`src/rtl/vsd_pkg.sv`:
```
package vsd_pkg;

  typedef struct packed {
    logic f;
    logic v;
    logic h;
  } vsd_flags_t;

  // Status byte layout: [6]=F, [5]=V, [4]=H, low nibble unused here
  function automatic vsd_flags_t xy_decode(input logic [7:0] xy);
    vsd_flags_t r;
    r.f = xy[6];
    r.v = xy[5];
    r.h = xy[4];
    return r;
  endfunction

  // Full line: two 4-byte codes, the blanking gap and the active run
  function automatic int unsigned line_clocks(input int unsigned act,
                                              input int unsigned blank);
    return act + blank + 8;
  endfunction

endpackage

```
`src/rtl/vsd_preamble.sv`:
```
module vsd_preamble #(
  parameter int DW      = 8,
  parameter int PRE_LEN = 3
) (
  input  logic          clk,
  input  logic          rst_n,
  input  logic [DW-1:0] din,
  output logic          code_hit
);

  logic [PRE_LEN-1:0] stage_ok;

  // stage 0 holds the newest past byte; the oldest stage must be all ones
  for (genvar i = 0; i < PRE_LEN; i++) begin : g_stage
    logic [DW-1:0] q;
    if (i == 0) begin : g_head
      always_ff @(posedge clk or negedge rst_n) begin
        if (!rst_n) q <= '0;
        else        q <= din;
      end
    end else begin : g_tail
      always_ff @(posedge clk or negedge rst_n) begin
        if (!rst_n) q <= '0;
        else        q <= g_stage[i-1].q;
      end
    end
    if (i == PRE_LEN - 1) begin : g_ones
      assign stage_ok[i] = (q == {DW{1'b1}});
    end else begin : g_zeros
      assign stage_ok[i] = (q == '0);
    end
  end

  assign code_hit = (&stage_ok) && din[DW-1];

endmodule

```
`src/rtl/vsd_flags.sv`:
```
module vsd_flags
  import vsd_pkg::*;
#(
  parameter int DW       = 8,
  parameter int ACT_CLKS = 1440
) (
  input  logic          clk,
  input  logic          rst_n,
  input  logic [DW-1:0] din,
  input  logic          code_hit,
  output logic          eav_hit,
  output logic [DW-1:0] dout,
  output logic          de,
  output vsd_flags_t    flg
);

  localparam int ACW = $clog2(ACT_CLKS + 1);

  vsd_flags_t     dec;
  logic           sav_open;
  logic [ACW-1:0] left;

  assign dec      = xy_decode(din[7:0]);
  assign eav_hit  = code_hit && dec.h;
  assign sav_open = code_hit && !dec.h && !dec.v;

  always_ff @(posedge clk or negedge rst_n) begin
    if (!rst_n) begin
      dout <= '0;
      de   <= 1'b0;
      flg  <= '0;
      left <= '0;
    end else begin
      dout <= din;
      de   <= (left != '0) && !code_hit;
      if (code_hit) begin
        flg  <= dec;
        left <= sav_open ? ACW'(ACT_CLKS) : '0;
      end else if (left != '0) begin
        left <= left - 1'b1;
      end
    end
  end

endmodule

```
`src/rtl/vsd_lock.sv`:
```
module vsd_lock #(
  parameter int LINE_A     = 1716,
  parameter int LINE_B     = 1728,
  parameter int LOCK_LINES = 2
) (
  input  logic clk,
  input  logic rst_n,
  input  logic sel_b,
  input  logic eav_hit,
  output logic span_ok,
  output logic timeout,
  output logic locked
);

  localparam int LMAX = (LINE_A > LINE_B) ? LINE_A : LINE_B;
  localparam int CW   = $clog2(LMAX + 1);
  localparam int GW   = $clog2(LOCK_LINES + 1);

  logic [CW-1:0] since;
  logic [CW-1:0] limit;
  logic [GW-1:0] good;
  logic          seen;

  assign limit   = sel_b ? CW'(LINE_B - 1) : CW'(LINE_A - 1);
  assign span_ok = eav_hit && seen && (since == limit);
  assign timeout = !eav_hit && (since >= limit);
  assign locked  = (good == GW'(LOCK_LINES));

  always_ff @(posedge clk or negedge rst_n) begin
    if (!rst_n) begin
      since <= '0;
      good  <= '0;
      seen  <= 1'b0;
    end else begin
      if (eav_hit)      since <= '0;
      else if (!(&since)) since <= since + 1'b1;

      if (eav_hit) begin
        seen <= 1'b1;
        if (!span_ok)                      good <= '0;
        else if (good != GW'(LOCK_LINES))  good <= good + 1'b1;
      end else if (timeout) begin
        seen <= 1'b0;
        good <= '0;
      end
    end
  end

endmodule

```
`src/rtl/vid_sync_decoder.sv`:
```
module vid_sync_decoder
  import vsd_pkg::*;
#(
  parameter int DW         = 8,
  parameter int ACT_CLKS   = 1440,
  parameter int BLANK_A    = 268,
  parameter int BLANK_B    = 280,
  parameter int LOCK_LINES = 2
) (
  input  logic          clk,
  input  logic          rst_n,
  input  logic          sel_625,
  input  logic [DW-1:0] din,
  output logic [DW-1:0] dout,
  output logic          de,
  output logic          h_flag,
  output logic          v_flag,
  output logic          f_flag,
  output logic          locked
);

  localparam int LINE_A = int'(line_clocks(ACT_CLKS, BLANK_A));
  localparam int LINE_B = int'(line_clocks(ACT_CLKS, BLANK_B));

  logic       code_hit;
  logic       eav_hit;
  logic       span_ok;
  logic       timeout;
  vsd_flags_t flg;

  vsd_preamble #(.DW(DW), .PRE_LEN(3)) u_pre (
    .clk      (clk),
    .rst_n    (rst_n),
    .din      (din),
    .code_hit (code_hit)
  );

  vsd_flags #(.DW(DW), .ACT_CLKS(ACT_CLKS)) u_flg (
    .clk      (clk),
    .rst_n    (rst_n),
    .din      (din),
    .code_hit (code_hit),
    .eav_hit  (eav_hit),
    .dout     (dout),
    .de       (de),
    .flg      (flg)
  );

  vsd_lock #(.LINE_A(LINE_A), .LINE_B(LINE_B), .LOCK_LINES(LOCK_LINES)) u_lck (
    .clk      (clk),
    .rst_n    (rst_n),
    .sel_b    (sel_625),
    .eav_hit  (eav_hit),
    .span_ok  (span_ok),
    .timeout  (timeout),
    .locked   (locked)
  );

  assign h_flag = flg.h;
  assign v_flag = flg.v;
  assign f_flag = flg.f;

endmodule

```
`config.mk`:
```
export PLATFORM = sky130hd
export DESIGN_NAME = vid_sync_decoder
export DESIGN_NICKNAME = d
export VERILOG_FILES = /design/src/rtl/vsd_pkg.sv /design/src/rtl/vsd_preamble.sv /design/src/rtl/vsd_flags.sv /design/src/rtl/vsd_lock.sv /design/src/rtl/vid_sync_decoder.sv
export SDC_FILE = /design/constraint.sdc
export NUM_CORES = 1
export LEC_CHECK = 0
export ABC_AREA = 0
export CAP_MARGIN = 20
export CORE_AREA = 3 3 63 88
export CTS_CLUSTER_DIAMETER = 200
export DETAILED_ROUTE_END_ITERATION = 16
export DIE_AREA = 0 0 66 91
export DONT_BUFFER_PORTS = 1
export PLACE_DENSITY = 0.65
export SETUP_SLACK_MARGIN = 0.05
export SYNTH_ARGS = -nofsm -noshare
export SYNTH_HDL_FRONTEND = slang
export SYNTH_SLANG_ARGS = --single-unit
```
`constraint.sdc`:
```
create_clock -name clk -period 4.4 [get_ports clk]
set_clock_uncertainty 0.1 [all_clocks]
set_input_delay 0.88 -clock clk [delete_from_list [all_inputs] [get_ports clk]]
set_output_delay 0.88 -clock clk [all_outputs]
set_load 0.02 [all_outputs]
```
==> run_results.csv, run 1 <==
group,metric,value,unit
timing,setup_ws,1.99,ns
finish,mostFrequentLayoutCell,"dfrtp_1",
placement,globalplace.congestion,0.861,
timing,tightestPinTransition,0.955,ns
timing,finalHoldViolCount,0,
critical_path,slowest_stage,"nor3_2",
timing,final_max_slew_viol_count,0,
clock_tree,cts_buffers,5,
clock_tree,cts_tree,"built",
floorplan,start_util,0.489,
hold_path,holdCritPathClass,"input pin to asynchronous set/reset pin",
pwr,combPwrFrac,0.413,
critical_path,crit_buf_inv,0,
finish,regArea,0.00133,sq mm
finish,utilization,0.521,
detailed_routing,wl_per_cell,16.7,microns
pwr,peakVddDrop,585,uV
yosys,ys_seq_area_frac,0.560,
pwr,clkPwrFrac,0.177,
detailed_routing,drt-initial-drc-count,63,
finish,area_delta_synth_final,6.55,%
floorplan,dieArea,0.00601,sq mm
status,status,"complete, no violations",
floorplan,coreArea,0.00484,sq mm
clock_tree,insertion_delay,0.30,ns
yosys,yosysWarnings,0,
critical_path,crit_family,"simple AND/OR/NAND/NOR gates",
detailed_routing,drc_errors,0,
placement,io_buffer_count,0,
clock_tree,htree_levels,2,
critical_path,critPathLaunchType,"flop",
timing,grt_setup_unrepaired,"no",
timing,tns,0,ns
run,maxCapViolCount,0,
critical_path,crit_chain,"nor4bb_1, nand4_1, nor3_2, mux2_2",
pwr,power,1.53,mW
pwr,p_sw_frac,0.385,
finish,nFillCells,435,
timing,period_share,0.548,
detailed_routing,via_per_inst,5.89,
yosys,async_flop_share,1.00,
pwr,internal_power,0.940,mW
yosys,synth_area,0.00237,sq mm
global_routing,grt_antenna_before_repair,0,
global_routing,grt.total_usage,0.167,
clock_tree,root_buffer,"clkbuf_8",
timing,fmax,415,MHz
yosys,ys_ff_latch,53,
global_routing,grt.overflow.total,0,
yosys,syn_avg_cell_area,11.8,sq um
critical_path,critPathMaxFanout,13,
yosys,synth_top_cell_by_area,"dfrtp_1",
finish,layout-drive-gt1-share,0.117,
clock_tree,ctsResizeCount,0,
floorplan,fp.dieH,91,microns
clock_tree,post-cts-setup-buffers,0,
yosys,syn_inst,201,
timing,setup_violations,0,
placement,place_ws,1.82,ns
floorplan,pin_count,24,
finish,antenna_cells,0,
timing,period_needed,2.41,ns
pwr,p_leak,1.00,nW
clock_tree,cts.sinks,53,
finish,fin_nets,222,
yosys,ys_dominant_reg_cell,"dfrtp_1",
global_routing,grt_pass1_vias,1664,
yosys,syn_nets,218,
pwr,switching_power,0.588,mW
critical_path,ff2ff_path_depth,4,
critical_path,path_class,"flop to flop",
clock_tree,clkTransAtPathRegs,0.09,ns
finish,multiInputGateArea,995,sq um
yosys,synth_top_area_frac,0.560,
detailed_routing,num_vias,1590,
global_routing,grt_max_degree,54,
critical_path,crit_path_max_incr_delay,0.77,ns
global_routing,grt_pass1_wl,7730,microns
pwr,power.density,605,mW/mm^2
yosys,synth_area_leaders,"dfrtp_1 (56%), nor2_1 (3.6%), ha_1 (3.2%)",
clock_tree,clock_path_buffers,2,
pwr,seqPwrFrac,0.410,
detailed_routing,final_antenna_net_count,0,
finish,final_cell_mix,"dfrtp_1 (53), nor2_1 (23), inv_1 (9)",
critical_path,crit_arrival,2.50,ns
timing,max-slew-margin-rel,0.360,
detailed_routing,wirelength,4520,microns
critical_path,worstPathRequired,4.49,ns
critical_path,cp_num_cells,4,
yosys,synth_edf_count,0,
floorplan,fp-row-count,30,
placement,dpl.hpwl,3280,microns
detailed_routing,first_pass_iters,4,
critical_path,cp-end-kind,"flop",
floorplan,die-width,66,microns
clock_tree,holdBufCountCts,0,
yosys,ys_types,48,
## layer usage
layer / track usage / up-vias / part of all wire
li1: - / 749 / -
met1: 0.205 / 803 / 0.39
met2: 0.279 / 32 / 0.56
met3: 0.0384 / 6 / 0.040
met4: 0.0644 / 0 / 0.012
met5: 0 / - / 0
## final cells by class
type / count / area share
inverters: 9 / 0.0134
well taps: 64 / 0.0317
clock buffers: 5 / 0.0273
flip-flops and latches: 53 / 0.525
multi-input cells: 136 / 0.394
clock inverters: 3 / 0.00842
## flip-flops by register name (all words and copies together) (netlist names)
| signal | count |
|---|---|
| u_lck.good | 2 |
| u_lck.seen | 1 |
| u_flg.dout | 8 |
| u_flg.de | 1 |
| u_pre.g_stage.q | 16 |
| u_flg.left | 11 |
| u_lck.since | 11 |
| u_flg.flg | 3 |
## metrics by stage
step	hold slack, ns	cell area (sq um)	cells
finish	0.158	2520	270
global route	0.131	2520	270
CTS	0.146	2520	270
detailed placement	0.293	2430	262
global placement	0.286	2430	262
floorplan	0.267	2370	201
## cells by family (layout without fill, tap and decap cells)
group	count (synthesis)	in the layout	synth area share
multiplexers	3	3	0.0137
flip-flops	53	53	0.560
adder cells (fa/ha/maj)	6	6	0.0317
AO/OA/AOI/OAI	33	33	0.110
AND/OR/NAND/NOR	84	84	0.228
buffers and inverters	12	17	0.0206
XOR/XNOR	10	10	0.0370
## final timing paths
| kind | slack [ns] | from | endpoint |
|---|---|---|---|
| max in group asynchronous | 3.95 | rst_n | u_flg.dout[2] |
| max | 1.99 | u_flg.dout[6] | u_flg.flg[2] |
| max reg2reg | 1.99 | u_flg.dout[6] | u_flg.flg[2] |
| min | 0.16 | rst_n | u_flg.left[3] |
| min in group clk | 0.31 | u_pre.g_stage[1].q[7] | u_pre.g_stage[2].q[7] |
| min reg2reg | 0.31 | u_pre.g_stage[1].q[7] | u_pre.g_stage[2].q[7] |
## cell usage after synthesis, drive strengths merged (2+ instances only)
cell	count
nor2	24
a31oi	4
ha	6
dfrtp	53
a211oi	4
and3	2
and2	3
mux2	2
nor2b	2
o2111ai	2
a311oi	2
xnor2	8
o2bb2ai	4
o31ai	2
buf	3
o21bai	2
nor4	6
or4b	4
or4	3
nand4b	3
nor3	9
xor2	2
nand2	4
nand3	5
nand4	7
a21oi	5
inv	9
or3	4
o21ai	4
## power by group through the flow
stage               registers, mW  logic, mW  clock network, mW
floorplan                   0.608      0.539                  0
global placement            0.633      0.606                  0
detailed placement          0.636      0.633                  0
CTS                         0.626      0.638              0.282
global route                0.636      0.729              0.303
finish                      0.627      0.631              0.270
(Power assumes the default switching activity.)
==> run 2, diff against run 1 <==
- PLACE_DENSITY: 0.65 -> 0.67
- clock period: 4.4 -> 2 ns (I/O delays scaled with it)
==> run 2 against run 1 <==
Hold slack got worse by 0.020 ns. Clock power increased to 2.7 times the previous value. Wire length increased by 9.5%. Die area unchanged. Register-to-register slack got worse by 1.9 ns. Combinational power increased to 2.7 times the previous value. Count of clock-buffer cells in the layout unchanged. Non-clock buffer count increased by 26. Sequential power increased by 120%. Setup slack got worse by 1.9 ns. Critical path type unchanged. Largest cell class unchanged.
==> run_results.csv, run 2 (synthesis gave the netlist of run 1 again) <==
group,metric,value,unit
floorplan,fp.dieH,91,microns
placement,dpl.hpwl,3560,microns
detailed_routing,wl_per_cell,16.7,microns
finish,regMostFlops,"u_pre.g_stage.q",
run,maxCapViolCount,0,
detailed_routing,top_layer_used,"met4",
detailed_routing,num_vias,1680,
clock_tree,post-cts-setup-buffers,0,
detailed_routing,dr_wl_met2,2690,microns
critical_path,critPathMaxFanout,4,
finish,final_cell_mix,"dfrtp_1 (53), nor2_1 (23), buf_4 (16)",
timing,grt_setup_unrepaired,"no",
pwr,p_leak,1.16,nW
floorplan,fp-row-count,30,
finish,area_delta_synth_final,19.3,%
finish,nFillCells,386,
floorplan,dieArea,0.00601,sq mm
finish,antenna_cells,0,
finish,largest_registers,"u_pre.g_stage.q x16, u_flg.left x11, u_lck.since x11",
hold_path,holdCritPathClass,"input pin to flop",
clock_tree,clock_path_buffers,2,
placement,globalplace.congestion,0.774,
floorplan,pin_count,24,
pwr,internal_power,2.35,mW
global_routing,grt_max_degree,54,
clock_tree,cts_tree,"built",
pwr,switching_power,1.42,mW
pwr,clkPwrFrac,0.193,
floorplan,start_util,0.489,
detailed_routing,routed-wl-met3,195,microns
pwr,seqPwrFrac,0.361,
pwr,peakVddDrop,1390,uV
critical_path,path_class,"flop to flop",
detailed_routing,drc_errors,0,
clock_tree,cts_buffers,5,
pwr,power,3.77,mW
critical_path,crit_arrival,2.01,ns
global_routing,grt.total_usage,0.179,
finish,finalNonFillerCells,296,
global_routing,grt_pass1_wl,8370,microns
timing,tns,0,ns
detailed_routing,first_pass_iters,4,
pwr,p_sw_frac,0.376,
detailed_routing,via_per_inst,5.68,
critical_path,cp-end-kind,"flop",
floorplan,die-width,66,microns
timing,setup_violations,0,
timing,period_share,0.952,
clock_tree,clkTransAtPathRegs,0.09,ns
global_routing,grt.overflow.total,0,
detailed_routing,wl_met1,1960,microns
timing,final_max_slew_viol_count,0,
finish,largest_reg_flops,16,
critical_path,worstPathRequired,2.10,ns
clock_tree,htree_levels,2,
placement,io_buffer_count,0,
finish,fin_nets,248,
detailed_routing,wirelength,4940,microns
global_routing,grt_antenna_before_repair,0,
timing,fmax,525,MHz
floorplan,coreArea,0.00484,sq mm
detailed_routing,drt-initial-drc-count,58,
finish,mostFrequentLayoutCell,"dfrtp_1",
timing,max-slew-margin-rel,0.711,
timing,finalHoldViolCount,0,
status,status,"complete, no violations",
clock_tree,insertion_delay,0.31,ns
critical_path,critPathLaunchType,"flop",
timing,tightestPinTransition,0.433,ns
finish,layout-drive-gt1-share,0.203,
pwr,power.density,1340,mW/mm^2
global_routing,grt_pass1_vias,1757,
clock_tree,root_buffer,"clkbuf_8",
timing,period_needed,1.90,ns
detailed_routing,final_antenna_net_count,0,
placement,dp_cells,278,
pwr,combPwrFrac,0.446,
clock_tree,cts.sinks,53,
==> run 2: cell count changes in the layout (fill, tap and decap cells not counted), sizes merged <==
cell / change
buf: +17
bufinv: +1
clkinvlp: -1
dlygate4sd3: +9
==> run 2: repair_timing <==
action	in CTS	in global routing
setup endpoints to repair	0	19
endpoints found under the hold margin	53	8
hold buffers	2	8
gates resized for setup	0	8
==> run 2: stage by stage <==
stage,setup slack (ns),cell area (sq um),utilization,hold WS (ns)
6_report,0.0969,2830,0.584,0.139
5_1_grt,0.0522,2830,0.584,0.125
4_1_cts,0.0987,2710,0.559,0.00510
3_5_place_dp,0.111,2550,0.528,0.00617
3_3_place_gp,0.166,2550,0.528,0.00615
2_1_floorplan,0.159,2370,-,0.00441
==> run 2: critical path, cell delays in order (launching register included) <==
cell and delay, ns:
dfrtp_1 0.42, inv_1 0.09, ha_2 0.20, or3b_4 0.40, buf_4 0.16, nor4_2 0.20, xnor2_1 0.17, o2bb2ai_1 0.07
==> run 2: layer usage <==
metal	GRT usage	vias to the layer above
li1	-	803
met1	0.211	839
met2	0.307	29
met3	0.0470	9
met4	0.0644	0
met5	0	-
==> run 2: power groups by stage <==
stage | Clock, mW | Sequential, mW | Combinational (mW)
4_1_cts | 0.737 | 1.35 | 1.65
3_5_place_dp | 0 | 1.37 | 1.61
6_report | 0.728 | 1.36 | 1.68
5_1_grt | 0.776 | 1.38 | 1.97
2_1_floorplan | 0 | 1.34 | 1.19
3_3_place_gp | 0 | 1.36 | 1.50
==> run 2: final cells by class <==
class | instances | area (sq um) | share of cell area
clock buffer | 5 | 68.8 | 0.0243
clock inverter | 3 | 43.8 | 0.0155
inverter | 9 | 33.8 | 0.0120
multi-input combinational | 136 | 1040 | 0.367
sequential | 53 | 1330 | 0.469
tap | 64 | 80.1 | 0.0283
timing repair buffer | 26 | 238 | 0.0841
==> run 2: path summary, 6_finish.rpt <==
check                                      start                     to  slack, ns  depth (start not counted)
setup / recovery                   u_flg.left[0]         u_flg.left[10]        0.1                          7
hold / removal                            din[5]           u_flg.flg[1]       0.14                          1
setup reg to reg                   u_flg.left[0]         u_flg.left[10]        0.1                          7
hold reg to reg            u_pre.g_stage[1].q[6]  u_pre.g_stage[2].q[6]       0.32                          0
max in group asynchronous                  rst_n  u_pre.g_stage[2].q[6]       1.06                          2
min in group asynchronous                  rst_n         u_flg.left[10]       0.52                          2
